**src/rtl/fuse_rd_pkg.sv**
```systemverilog
package fuse_rd_pkg;

  localparam int FR_DATA_W  = 32;
  localparam int FR_ROW_W   = 6;
  localparam int FR_ARR_W   = 2;
  localparam int FR_ROW_LSB = 5;
  localparam int FR_ADDR_W  = 32;

  typedef enum logic [1:0] {
    ST_IDLE   = 2'd0,
    ST_DECIDE = 2'd1,
    ST_FETCH  = 2'd2
  } rd_state_e;

  // Column allowed in a row of array 0 (fixed allow-list).
  function automatic logic col_allowed(input logic [FR_ROW_W-1:0] row,
                                       input int unsigned col);
    int unsigned r;
    r = int'(row);
    if (r == 0)                 return (col >= 28);
    if (r >= 8 && r <= 15)      return 1'b1;
    if (r == 16)                return (col <= 7) || (col >= 10 && col <= 16);
    if (r == 17)                return (col <= 2);
    if (r == 20)                return 1'b1;
    if (r == 21)                return (col <= 23) || (col >= 29);
    if (r == 22 || r == 23)     return 1'b1;
    if (r >= 40)                return 1'b1;
    return 1'b0;
  endfunction

  // Physical array seen by the fuse store for a host array number.
  function automatic logic [FR_ARR_W-1:0] phys_array(input logic [FR_ARR_W-1:0] arr);
    return (arr >= 2) ? FR_ARR_W'(arr - 1'b1) : '0;
  endfunction

endpackage

```
**src/rtl/fuse_rd_decode.sv**
```systemverilog
module fuse_rd_decode
  import fuse_rd_pkg::*;
#(
  parameter int DATA_W = FR_DATA_W,
  parameter int ROW_W  = FR_ROW_W,
  parameter int ARR_W  = FR_ARR_W
) (
  input  logic [ARR_W+ROW_W-1:0] addr_fld,
  output logic [DATA_W-1:0]      col_mask,
  output logic                   allow,
  output logic [ARR_W+ROW_W-1:0] fuse_addr
);
  localparam int FLD_W = ARR_W + ROW_W;

  logic [ROW_W-1:0] row;
  logic [ARR_W-1:0] arr;
  logic [DATA_W-1:0] ary0_mask;

  assign row = addr_fld[ROW_W-1:0];
  assign arr = addr_fld[FLD_W-1:ROW_W];

  for (genvar c = 0; c < DATA_W; c++) begin : g_col
    assign ary0_mask[c] = col_allowed(row, c);
  end

  always_comb begin
    col_mask = '0;
    allow    = 1'b0;
    case (arr)
      2'd0: begin
        col_mask = ary0_mask;
        allow    = |ary0_mask;
      end
      2'd2, 2'd3: begin
        col_mask = '1;
        allow    = 1'b1;
      end
      default: begin
        col_mask = '0;
        allow    = 1'b0;
      end
    endcase
  end

  assign fuse_addr = {phys_array(arr), row};

endmodule

```
**src/rtl/fuse_rd_seq.sv**
```systemverilog
module fuse_rd_seq
  import fuse_rd_pkg::*;
#(
  parameter int FLD_W = FR_ARR_W + FR_ROW_W
) (
  input  logic             clk,
  input  logic             rst_n,
  input  logic             addr_we,
  input  logic [FLD_W-1:0] addr_in,
  input  logic             allow,
  input  logic             fuse_rvalid,
  output logic [FLD_W-1:0] addr_q,
  output logic             fuse_req,
  output logic             wr_accept,
  output logic             grant_evt,
  output logic             deny_evt,
  output logic             done_evt
);
  rd_state_e state_q;

  assign wr_accept = (state_q == ST_IDLE) && addr_we;
  assign grant_evt = (state_q == ST_DECIDE) && allow;
  assign deny_evt  = (state_q == ST_DECIDE) && !allow;
  assign fuse_req  = (state_q == ST_FETCH);
  assign done_evt  = fuse_req && fuse_rvalid;

  always_ff @(posedge clk or negedge rst_n) begin
    if (!rst_n) begin
      state_q <= ST_IDLE;
      addr_q  <= '0;
    end else begin
      case (state_q)
        ST_IDLE: if (addr_we) begin
          addr_q  <= addr_in;
          state_q <= ST_DECIDE;
        end
        ST_DECIDE: state_q <= allow ? ST_FETCH : ST_IDLE;
        ST_FETCH:  if (fuse_rvalid) state_q <= ST_IDLE;
        default:   state_q <= ST_IDLE;
      endcase
    end
  end

  // every accepted write is decided on the next edge
  a_r7_decide_next: assert property (@(posedge clk) disable iff (!rst_n)
    wr_accept |=> (grant_evt || deny_evt));

  // a grant raises the fetch request on the following cycle
  a_r7_req_after_grant: assert property (@(posedge clk) disable iff (!rst_n)
    grant_evt |=> fuse_req);

  // a denial never leads to a fetch
  a_r3_no_fetch_on_deny: assert property (@(posedge clk) disable iff (!rst_n)
    deny_evt |=> !fuse_req);

  // writes while busy leave the captured address alone
  a_r8_busy_write_ignored: assert property (@(posedge clk) disable iff (!rst_n)
    (state_q != ST_IDLE && addr_we) |=> $stable(addr_q));

endmodule

```
**src/rtl/fuse_rd_result.sv**
```systemverilog
module fuse_rd_result
  import fuse_rd_pkg::*;
#(
  parameter int DATA_W = FR_DATA_W
) (
  input  logic              clk,
  input  logic              rst_n,
  input  logic              deny_evt,
  input  logic              done_evt,
  input  logic [DATA_W-1:0] fuse_rdata,
  input  logic [DATA_W-1:0] col_mask,
  output logic [DATA_W-1:0] rd_data,
  output logic              rd_done,
  output logic              rd_error
);
  always_ff @(posedge clk or negedge rst_n) begin
    if (!rst_n) begin
      rd_data  <= '0;
      rd_done  <= 1'b0;
      rd_error <= 1'b0;
    end else if (deny_evt) begin
      rd_data  <= '0;
      rd_done  <= 1'b0;
      rd_error <= 1'b1;
    end else if (done_evt) begin
      rd_data  <= fuse_rdata & col_mask;
      rd_done  <= 1'b1;
      rd_error <= 1'b0;
    end
  end

  // denied read gives zero data and error
  a_r3_deny_result: assert property (@(posedge clk) disable iff (!rst_n)
    deny_evt |=> (rd_data == '0 && rd_error && !rd_done));

  // granted read gives masked data and done
  a_r6_success_result: assert property (@(posedge clk) disable iff (!rst_n)
    done_evt |=> (rd_done && !rd_error && rd_data == $past(fuse_rdata & col_mask)));

  // result holds between completions
  a_r8_result_hold: assert property (@(posedge clk) disable iff (!rst_n)
    !(deny_evt || done_evt) |=> ($stable(rd_data) && $stable(rd_done) && $stable(rd_error)));

  // done and error never both set
  a_r6_flags_exclusive: assert property (@(posedge clk) disable iff (!rst_n)
    !(rd_done && rd_error));

endmodule

```
**src/rtl/fuse_row_rd_filter.sv**
```systemverilog
module fuse_row_rd_filter
  import fuse_rd_pkg::*;
#(
  parameter int DATA_W  = FR_DATA_W,
  parameter int ADDR_W  = FR_ADDR_W,
  parameter int ROW_W   = FR_ROW_W,
  parameter int ARR_W   = FR_ARR_W,
  parameter int ROW_LSB = FR_ROW_LSB
) (
  input  logic                   clk,
  input  logic                   rst_n,
  input  logic                   addr_we,
  input  logic [ADDR_W-1:0]      addr_wdata,
  output logic                   fuse_req,
  output logic [ARR_W+ROW_W-1:0] fuse_addr,
  input  logic                   fuse_rvalid,
  input  logic [DATA_W-1:0]      fuse_rdata,
  output logic [DATA_W-1:0]      rd_data,
  output logic                   rd_done,
  output logic                   rd_error
);
  localparam int FLD_W = ARR_W + ROW_W;
  localparam int FLD_HI = ROW_LSB + FLD_W - 1;

  logic [FLD_W-1:0]  addr_in;
  logic [FLD_W-1:0]  addr_q;
  logic [DATA_W-1:0] col_mask;
  logic              allow;
  logic              wr_accept, grant_evt, deny_evt, done_evt;
  logic              addr_unused_bits;

  assign addr_in          = addr_wdata[FLD_HI:ROW_LSB];
  assign addr_unused_bits = ^{addr_wdata[ADDR_W-1:FLD_HI+1], addr_wdata[ROW_LSB-1:0]};

  fuse_rd_seq #(.FLD_W(FLD_W)) u_seq (
    .clk         (clk),
    .rst_n       (rst_n),
    .addr_we     (addr_we),
    .addr_in     (addr_in),
    .allow       (allow),
    .fuse_rvalid (fuse_rvalid),
    .addr_q      (addr_q),
    .fuse_req    (fuse_req),
    .wr_accept   (wr_accept),
    .grant_evt   (grant_evt),
    .deny_evt    (deny_evt),
    .done_evt    (done_evt)
  );

  fuse_rd_decode #(.DATA_W(DATA_W), .ROW_W(ROW_W), .ARR_W(ARR_W)) u_dec (
    .addr_fld  (addr_q),
    .col_mask  (col_mask),
    .allow     (allow),
    .fuse_addr (fuse_addr)
  );

  fuse_rd_result #(.DATA_W(DATA_W)) u_res (
    .clk        (clk),
    .rst_n      (rst_n),
    .deny_evt   (deny_evt),
    .done_evt   (done_evt),
    .fuse_rdata (fuse_rdata),
    .col_mask   (col_mask),
    .rd_data    (rd_data),
    .rd_done    (rd_done),
    .rd_error   (rd_error)
  );

  // array 1 is always refused at the decision point
  a_r5_array1_denied: assert property (@(posedge clk) disable iff (!rst_n)
    ((grant_evt || deny_evt) && addr_q[FLD_W-1:ROW_W] == 2'd1) |-> deny_evt);

  // upper arrays are fetched one array lower
  a_r4_remap: assert property (@(posedge clk) disable iff (!rst_n)
    (fuse_req && addr_q[FLD_W-1:ROW_W] >= 2'd2) |->
      (fuse_addr[FLD_W-1:ROW_W] == addr_q[FLD_W-1:ROW_W] - 2'd1));

  // decision events are mutually exclusive
  a_r7_events_onehot: assert property (@(posedge clk) disable iff (!rst_n)
    $onehot0({grant_evt, deny_evt, done_evt, wr_accept && fuse_req}));

  // the fetch address is steady for the whole request
  a_r8_addr_steady: assert property (@(posedge clk) disable iff (!rst_n)
    (fuse_req && !fuse_rvalid) |=> $stable(fuse_addr));

endmodule

```
**config.mk**
```make
export PLATFORM = sky130hd
export DESIGN_NAME = fuse_row_rd_filter
export DESIGN_NICKNAME = d
export VERILOG_FILES = /design/src/rtl/fuse_rd_pkg.sv /design/src/rtl/fuse_rd_decode.sv /design/src/rtl/fuse_rd_seq.sv /design/src/rtl/fuse_rd_result.sv /design/src/rtl/fuse_row_rd_filter.sv
export SDC_FILE = /design/constraint.sdc
export NUM_CORES = 1
export LEC_CHECK = 0
export BUFFER_PORTS_ARGS = -buffer_cell sky130_fd_sc_hd__buf_2
export CAP_MARGIN = 25
export CELL_PAD_IN_SITES_DETAIL_PLACEMENT = 1
export CELL_PAD_IN_SITES_GLOBAL_PLACEMENT = 1
export CORE_MARGIN = 8
export CORE_UTILIZATION = 30
export DETAILED_ROUTE_END_ITERATION = 8
export GPL_TIMING_DRIVEN = 0
export PLACE_DENSITY = 0.77
export SETUP_SLACK_MARGIN = 0.15
export SLEW_MARGIN = 40
export SYNTH_ARGS = -nofsm -noshare
export SYNTH_HDL_FRONTEND = slang
export SYNTH_HIERARCHICAL = 1
export SYNTH_SLANG_ARGS = --single-unit
```
**constraint.sdc**
```tcl
create_clock -name clk -period 6.1 [get_ports clk]
set_input_delay 0.305 -clock clk [delete_from_list [all_inputs] [get_ports clk]]
set_output_delay 0.305 -clock clk [all_outputs]
set_load 0.005 [all_outputs]
```
* Yosys cells after proc, flatten, opt, wreduce, memory -nomap -nowiden
Cells that the tools add are included.
** Operators by class
- Equal/unequal tests :: 12
- Div/mod/pow operators :: 0
- Shifts and indexed selects :: 0
- Add/subtract/negate cells :: 1
- Reductions and logical operators :: 13
- Bitwise logic cells :: 1
- $lt $le $gt $ge :: 4
- Multipliers :: 0
- Multiplexer cells :: 179
** Operators with widths (count)
- two-way mux 1 bit :: 170
- two-way mux 32 bit :: 2
- case mux 32 bit (2 select lines) :: 1
- equality test 6 x 5 -> 1 bit (second input constant) :: 6
- bitwise AND 32 bit :: 1
- two-way mux 2 bit :: 4
- OR reduction 8 bit :: 1
- equality test 2 bit (second input constant) :: 3
- >= comparator 6 x 4 -> 1 bit (second input constant) :: 1
- >= comparator 6 bit (second input constant) :: 1
- <= comparator 6 x 4 -> 1 bit (second input constant) :: 1
- zero test 6 bit :: 1
- case mux 2 bit (3 select lines) :: 1
- zero test 2 bit :: 2
- != test 2 bit (second input constant) :: 2
- AND reduction 2 bit :: 2
- logical AND 1 bit :: 3
- equality test 2 x 1 -> 1 bit (second input constant) :: 1
- >= comparator 2 bit (second input constant) :: 1
- case mux 1 bit (2 select lines) :: 1
- nonzero test 2 bit :: 1
- OR reduction 2 bit :: 1
- subtractor 2 x 1 -> 2 bit (second input constant) :: 1
- zero test 1 bit :: 1
- logical OR 1 bit :: 1
** Word-level totals
- Memories :: 0
- Memory bits (writable) :: 0
- Bits in registers :: 44
- Input port bits :: 68
- Latch bits :: 0
- Bits in read-only memories :: 0

* Longest topological paths before layout
Gate-level depths: netlist of the first run.
- Depth in word-level cells :: 44
- Depth in mapped cells :: 8
- Gate-level depth less buffers :: 7

* Hierarchy
Netlist of the first run, hierarchy kept.
** Modules (own cells, without submodules)
- fuse_rd_result :: times used 1, sequential area each 850.8 um2, area each 1486.4 um2, cells each 143
- fuse_rd_seq :: times used 1, sequential area each 250.2 um2, area each 412.9 um2, cells each 27
- fuse_rd_decode :: times used 1, sequential area each 0.0 um2, area each 410.4 um2, cells each 61

* Worst setup path after synthesis of the first run
Ideal clock, no wire load.
- Path kind :: reg-to-reg
- From :: register u_seq.addr_q[1]
- To :: register u_res.rd_data[10]
- Slack :: 4.032 ns
- Buffers on the path :: 1
- Cell stages (with the launch flop) :: 8
- Arrival time :: 1.945 ns
- Library setup time :: 0.123 ns
- Path through :: dfrtp_1 or4_1 or3_4 nand2_1 o21ai_0 buf_4 nand3_1 a21oi_1
** Between the ends
- Elaborated cells between the ends (all ways) :: 185
** RTL lines
- start: declaration :: RTL line fuse_rd_seq.sv:12 : output logic [FLD_W-1:0] addr_q,
- start signal: assignment :: RTL line fuse_rd_seq.sv:34 : addr_q <= addr_in;
- >= comparator 6 x 4 -> 1 bit / <= comparator 6 x 4 -> 1 bit (equally long branches) :: RTL line fuse_rd_pkg.sv:21 : if (r >= 8 && r <= 15) return 1'b1;
- logical AND 1 bit :: RTL line fuse_rd_pkg.sv:21
- two-way mux 1 bit :: RTL line fuse_rd_pkg.sv:21
- two-way mux 1 bit (2 in a row) :: RTL line fuse_rd_pkg.sv:22 : if (r == 16) return (col <= 7) || (col >= 10 && col <= 16);
- two-way mux 1 bit :: RTL line fuse_rd_pkg.sv:21
- two-way mux 1 bit (2 in a row) :: RTL line fuse_rd_pkg.sv:23 : if (r == 17) return (col <= 2);
- two-way mux 1 bit :: RTL line fuse_rd_pkg.sv:22
- two-way mux 1 bit :: RTL line fuse_rd_pkg.sv:21
- (+9 left out)
- two-way mux 1 bit :: RTL line fuse_rd_pkg.sv:23
- two-way mux 1 bit :: RTL line fuse_rd_pkg.sv:22
- two-way mux 1 bit (*) :: RTL line fuse_rd_pkg.sv:21
- case mux 32 bit (2 select lines) (*) :: RTL line fuse_rd_decode.sv:29 : case (arr)
- net col_mask[10] :: RTL line fuse_row_rd_filter.sv:27 : logic [DATA_W-1:0] col_mask;
- bitwise AND 32 bit (*) :: RTL line fuse_rd_result.sv:26 : rd_data <= fuse_rdata & col_mask;
- two-way mux 32 bit (*) :: RTL line fuse_rd_result.sv:25 : end else if (done_evt) begin
- two-way mux 32 bit (*) :: RTL line fuse_rd_result.sv:21 : end else if (deny_evt) begin
- end signal: assignment :: RTL line fuse_rd_result.sv:26
- end: declaration :: RTL line fuse_rd_result.sv:12 : output logic [DATA_W-1:0] rd_data,
Mark *: on every way through the listed nets, which the timed path passes. The rest lies on a longest branch. The select of a mux whose other input is x is not followed.
A chain may end at the register's enable or synchronous reset.

* Worst setup path after layout of the first run
- From :: register u_seq.addr_q[2]
- To :: register u_res.rd_data[25]
Same word-level chain as after synthesis.

==> flow_metrics.py, run 1 <==
metrics = {
    "outcome": {
        "status": "complete, no violations",
    },
    "floorplan": {
        "start_util": 0.304,
        "dieWidth_um": 104,
        "core-area_um2": 7610,
        "fp.dieH_um": 104,
        "rows": 32,
        "num_io_pins": 111,
        "die_area_um2": 10800,
    },
    "worst_hold_path": {
        "hp-class": "in -> async",
    },
    "yosys": {
        "synth.most_common_cell": "dfrtp_1",
        "ys_top_cells_by_area": "dfrtp_1, buf_4, nand2b_1",
        "synthTopCellsByCount": "dfrtp_1, buf_4, nand2b_1",
        "synth_top_area_frac": 0.477,
        "yosysTopAreaCell": "dfrtp_1",
        "async_flop_share": 1.00,
        "synth_area_per_cell_um2": 10.0,
        "synthesis.nets": 299,
        "ys_types": 25,
        "ys_ff_latch": 44,
        "ys_seq_area_frac": 0.477,
        "synthesis.area_um2": 2310,
        "yosysWarnings": 6,
        "synth_cells": 231,
        "synth-edff-count": 0,
        "ys.flop_type": "dfrtp_1",
    },
    "route": {
        "ant_nets": 0,
        "routed.top_layer": "met4",
        "wl_met3_um": 312,
        "drt_iter0_drc": 23,
        "drcViolationCount": 0,
        "viasPerCell": 4.57,
        "wl_met2_mm": 3.49,
        "met1_length_mm": 2.76,
        "first_pass_iters": 4,
        "routedWlPerCell_um": 15.4,
        "routed_wl_mm": 6.60,
        "vias": 1954,
    },
    "clock_tree": {
        "clock_sinks": 44,
        "clkLatencyLatePin_ns": 0.29,
        "root_buffer": "clkbuf_8",
        "ctsHtreeMaxLevel": 2,
        "cts_resized": 0,
        "path_clk_slew_ns": 0.08,
        "cts_buffer_depth": 2,
        "cts_buffers": 5,
        "post-cts-setup-buffer-count": 0,
        "cts_tree": "built",
        "cts-hold-fix-buffers": 0,
    },
    "setup_path": {
        "cp.arrival_ns": 2.25,
        "worstSetupPathType": "reg -> reg",
        "worstPathMaxFanout": 6,
        "crit_chain": "or4_1 -> or3_4 -> nand2_1 -> o21ai_0 -> buf_4 -> nand3_1 -> a21oi_1",
        "max_stage_delay_ns": 0.51,
        "endpoint_kind": "register",
        "cp-start-kind": "register",
        "slowest_stage": "or4_1",
        "ff2ff_setup_slack_ns": 4.02,
        "cp_data_required_time_ns": 6.27,
    },
    "finish": {
        "nets": 393,
        "layout-drive-gt1-share": 0.463,
        "final_util": 0.391,
        "area_growth_pct": 28.8,
        "diodes": 0,
    },
    "placed_design": {
        "place_hpwl_mm": 5.04,
        "gp_congestion": 0.672,
        "io_buffers": 86,
    },
    "sta": {
        "tightest_slew_ns": 0.583,
        "hold_ws_ns": 0.0107,
        "hold_viol": 0,
        "min_period_over_period": 0.341,
        "relSlewSlack": 0.611,
        "clock.fmax_mhz": 481,
        "finalSetupViolations": 0,
        "period_minus_slack_ns": 2.08,
        "setup_tns_ns": 0,
        "maxSlewViolCount": 0,
        "fin_skew_ns": 0.00422,
        "rsz0062_at_grt": "no",
    },
    "grt": {
        "grt_pass1_wl_mm": 11.2,
        "grt_usage": 0.124,
        "overflow": 0,
        "grt_pass1_vias": 2250,
        "grt_max_degree": 45,
        "grt_antenna_before_repair": 0,
    },
    "run": {
        "drv_cap": 0,
    },
    "power": {
        "powerDensity_nw_per_um2": 521,
        "max-vdd-ir-drop_v": 0.000180,
        "p_leak_uw": 0.00150,
    },
}
-- metal layers --
metal	up-vias	GRT usage
li1	937	-
met1	961	0.138
met2	52	0.230
met3	4	0.0328
met4	0	0.0279
met5	-	0
-- worst max-delay path, delay by kind of cell (launching register included) --
family	cells	cell delay, ns
buffers and inverters	1	0.21
flip-flops	1	0.43
AND/OR/NAND/NOR	4	1.03
AO/OA/AOI/OAI	2	0.28
-- stage by stage --
step | setup WS (ns) | area, um^2 | cells | total power, uW
floorplan | 4.03 | 2310 | 231 | 1080
global placement | 3.32 | 2870 | 419 | 1350
detailed placement | 4.02 | 2880 | 420 | 1390
CTS | 4.01 | 2970 | 428 | 1590
global route | 3.81 | 2980 | 428 | 1690
finish | 4.02 | 2980 | 428 | 1550
-- registers in the layout, indices dropped and copies added (netlist names) --
register / flops
u_seq/state_q: 2
u_res/rd_error: 1
u_res/rd_done: 1
u_seq/addr_q: 8
u_res/rd_data: 32
-- layout by cell type, fill, tap and decap left out, types with 3 or more instances in the layout --
cell type  netlist  routed
nand2b_1        32      32
nor2_1           5       5
nor2b_1          4       4
inv_1            5       5
mux2_2           9       9
a21oi_1         30      30
nand3_1         30      30
buf_6            8       8
clkbuf_8         0       6
buf_2            4      89
buf_4           32      34
o21ai_0          5       3
a21o_1           5       5
nand2_1          4       4
dfrtp_1         44      44
-- cells by family (layout without fill, tap and decap cells) --
logic type             Yosys count  in the layout  share of synthesized area
AO/OA/AOI/OAI                   46             46                      0.113
buffers and inverters           49            144                      0.160
flip-flops                      44             44                      0.477
multiplexers                     9              9                     0.0439
AND/OR/NAND/NOR                 83             83                      0.207
-- path summary, 6_finish.rpt --
check	startpoint	to	cells past startpoint
setup / recovery	u_seq/addr_q[2]$_DFFE_PN0P_	u_res/rd_data[25]$_DFFE_PN0P_	7
hold / removal	rst_n	u_res/rd_data[20]$_DFFE_PN0P_	1
setup reg to reg	u_seq/addr_q[2]$_DFFE_PN0P_	u_res/rd_data[25]$_DFFE_PN0P_	7
hold reg to reg	u_res/rd_data[30]$_DFFE_PN0P_	u_res/rd_data[30]$_DFFE_PN0P_	1
max in group asynchronous	rst_n	u_res/rd_data[8]$_DFFE_PN0P_	1
min in group clk	addr_wdata[6]	u_seq/addr_q[1]$_DFFE_PN0P_	2
-- report_power, final --
group	total, uW	leakage [uW]	switching (uW)	internal [uW]
clock network	189	0.0000455	96.0	92.5
registers	540	0.000572	106	434
logic	822	0.000887	356	466
total	1550	0.00150	558	992
-- area by class of cell --
type / instances / area (um^2)
Fill cell: 921 / 4630
Timing Repair Buffer: 87 / 440
Clock buffer: 8 / 90.1
Sequential cell: 44 / 1100
Buffer: 44 / 350
Tap cell: 102 / 128
Multi-Input combinational cell: 138 / 847
Inverter: 5 / 18.8
No activity file was read; power rests on OpenSTA's default activity.
==> run 2: changes to the inputs <==
Settings changed: PLACE_DENSITY 0.77 to 0.8.
Clock period 6.1 ns to 1.9 ns, I/O delays scaled along.
==> flow_metrics.py, run 2 (synthesized netlist as in run 1, its figures left out) <==
metrics = {
    "route": {
        "routed_wl_mm": 7.25,
        "ant_nets": 0,
        "drt_iter0_drc": 18,
        "wl_met3_um": 396,
        "vias": 2042,
        "drcViolationCount": 0,
        "first_pass_iters": 4,
        "wl_met2_mm": 3.83,
        "routedWlPerCell_um": 16.6,
        "routed.top_layer": "met4",
        "met1_length_mm": 2.96,
        "viasPerCell": 4.67,
    },
    "placed_design": {
        "gp_congestion": 0.655,
        "placed_area_um2": 2890,
        "dpl_worst_slack_ns": -0.0899,
        "io_buffers": 86,
        "place_hpwl_mm": 5.02,
    },
    "grt": {
        "grt_antenna_before_repair": 0,
        "grt_max_degree": 45,
        "grt_pass1_wl_mm": 11.5,
        "grt_pass1_vias": 2221,
        "grt_usage": 0.129,
        "overflow": 0,
    },
    "sta": {
        "clock.fmax_mhz": 502,
        "fin_skew_ns": 0.00500,
        "finalSetupViolations": 17,
        "rsz0062_at_grt": "yes",
        "min_period_over_period": 1.05,
        "tightest_slew_ns": 0.595,
        "hold_viol": 0,
        "period_minus_slack_ns": 1.99,
        "relSlewSlack": 0.603,
        "maxSlewViolCount": 0,
        "setup_ws_ns": -0.0937,
    },
    "finish": {
        "reg_top3": "u_res/rd_data: 32 flops, u_seq/addr_q: 8 flops, u_seq/state_q: 2 flops",
        "diodes": 0,
        "num-fill-cells": 903,
        "area_growth_pct": 46.2,
        "largest_reg_flops": 32,
        "layout-drive-gt1-share": 0.609,
        "final_cell_mix": "buf_2, dfrtp_1, buf_4",
        "fin_area_um2": 3380,
        "nets": 403,
        "regMostFlops": "u_res/rd_data",
        "layout_commonest_cell": "buf_2",
    },
    "outcome": {
        "violations": "negative setup slack",
        "status": "finished, violations left",
    },
    "power": {
        "powerDensity_nw_per_um2": 1710,
        "p_leak_uw": 0.00160,
        "max-vdd-ir-drop_v": 0.000666,
    },
    "floorplan": {
        "rows": 32,
        "fp.dieH_um": 104,
        "die_area_um2": 10800,
        "num_io_pins": 111,
        "dieWidth_um": 104,
        "core-area_um2": 7610,
        "start_util": 0.304,
    },
    "clock_tree": {
        "root_buffer": "clkbuf_8",
        "ctsHtreeMaxLevel": 2,
        "clock_sinks": 44,
        "cts_tree": "built",
        "cts_buffers": 5,
        "path_clk_slew_ns": 0.08,
        "clkLatencyLatePin_ns": 0.29,
        "cts_buffer_depth": 2,
    },
    "setup_path": {
        "worstSetupPathType": "reg -> reg",
        "cp_data_required_time_ns": 2.09,
        "endpoint_kind": "register",
        "cp.arrival_ns": 2.18,
        "worstPathMaxFanout": 12,
        "cp-start-kind": "register",
    },
    "worst_hold_path": {
        "hp-class": "in -> reg",
    },
    "run": {
        "drv_cap": 0,
    },
}
[run 2: cell count changes in the layout (fill, tap and decap cells not counted), sizes merged]
cell / previous run / this run
dlygate4sd3: 0 / 1
buf: 131 / 138
clkbuf: 8 / 9
[run 2: per-layer routing]
metal	vias to the layer above	global-route usage
met5	-	0
met4	0	0.0310
met3	7	0.0403
met2	45	0.228
met1	1032	0.146
li1	958	-
[run 2: final cells by class]
type,instances,area (um^2),share of cell area
Tap cell,102,128,0.0378
Sequential cell,44,1110,0.328
Timing Repair Buffer,97,569,0.169
Buffer,44,392,0.116
Clock buffer,7,96.3,0.0285
Multi-Input combinational cell,138,1070,0.316
Inverter,5,18.8,0.00556
[run 2: path summary, 6_finish.rpt]
check / start / endpoint / slack [ns] / cells past startpoint
worst max register to register: u_seq/addr_q[2]$_DFFE_PN0P_ / u_res/rd_data[10]$_DFFE_PN0P_ / -0.09 / 8
max in group asynchronous: rst_n / u_seq/addr_q[4]$_DFFE_PN0P_ / 1.12 / 2
min in group asynchronous: rst_n / u_res/rd_data[1]$_DFFE_PN0P_ / 0.35 / 2
worst max-delay path: u_seq/addr_q[2]$_DFFE_PN0P_ / u_res/rd_data[10]$_DFFE_PN0P_ / -0.09 / 8
worst min register to register: u_res/rd_data[30]$_DFFE_PN0P_ / u_res/rd_data[30]$_DFFE_PN0P_ / 0.50 / 1
worst min-delay path: addr_wdata[5] / u_seq/addr_q[0]$_DFFE_PN0P_ / 0.03 / 2
[run 2: metrics by stage]
stage | utilization | TNS, ns | power, uW | cells | hold WS, ns
final | 0.444 | -0.916 | 5760 | 437 | 0.0325
after global routing | 0.444 | -3.78 | 6220 | 437 | 0.0264
after global placement | 0.380 | -4.55 | 4370 | 419 | 0.329
after floorplan | - | 0 | 3510 | 231 | -0.201
after detailed placement | 0.380 | -2.45 | 4480 | 419 | 0.148
after CTS | 0.401 | -0.616 | 5270 | 429 | 0.0234
[run 2: what timing repair did]
action,in CTS,in global routing
gates cloned,0,2
hold buffers,1,0
hold endpoints to repair,44,0
gates resized for setup,11,52
buffers inserted,2,6
setup endpoints to repair,34,34
pin swaps,2,3
[run 2: where the power goes]
group | switching, uW | internal (uW) | total, uW
logic | 1450 | 1890 | 3350
clock network | 315 | 324 | 640
registers | 372 | 1400 | 1770
[run 2: worst max-delay path, cell delays in order (launching register included)]
cell	delay (ns)
dfrtp_2	0.44
or4_1	0.51
or3_4	0.37
nand2_4	0.10
o21ai_4	0.06
buf_12	0.16
buf_4	0.13
nand3_1	0.06
a21oi_1	0.07
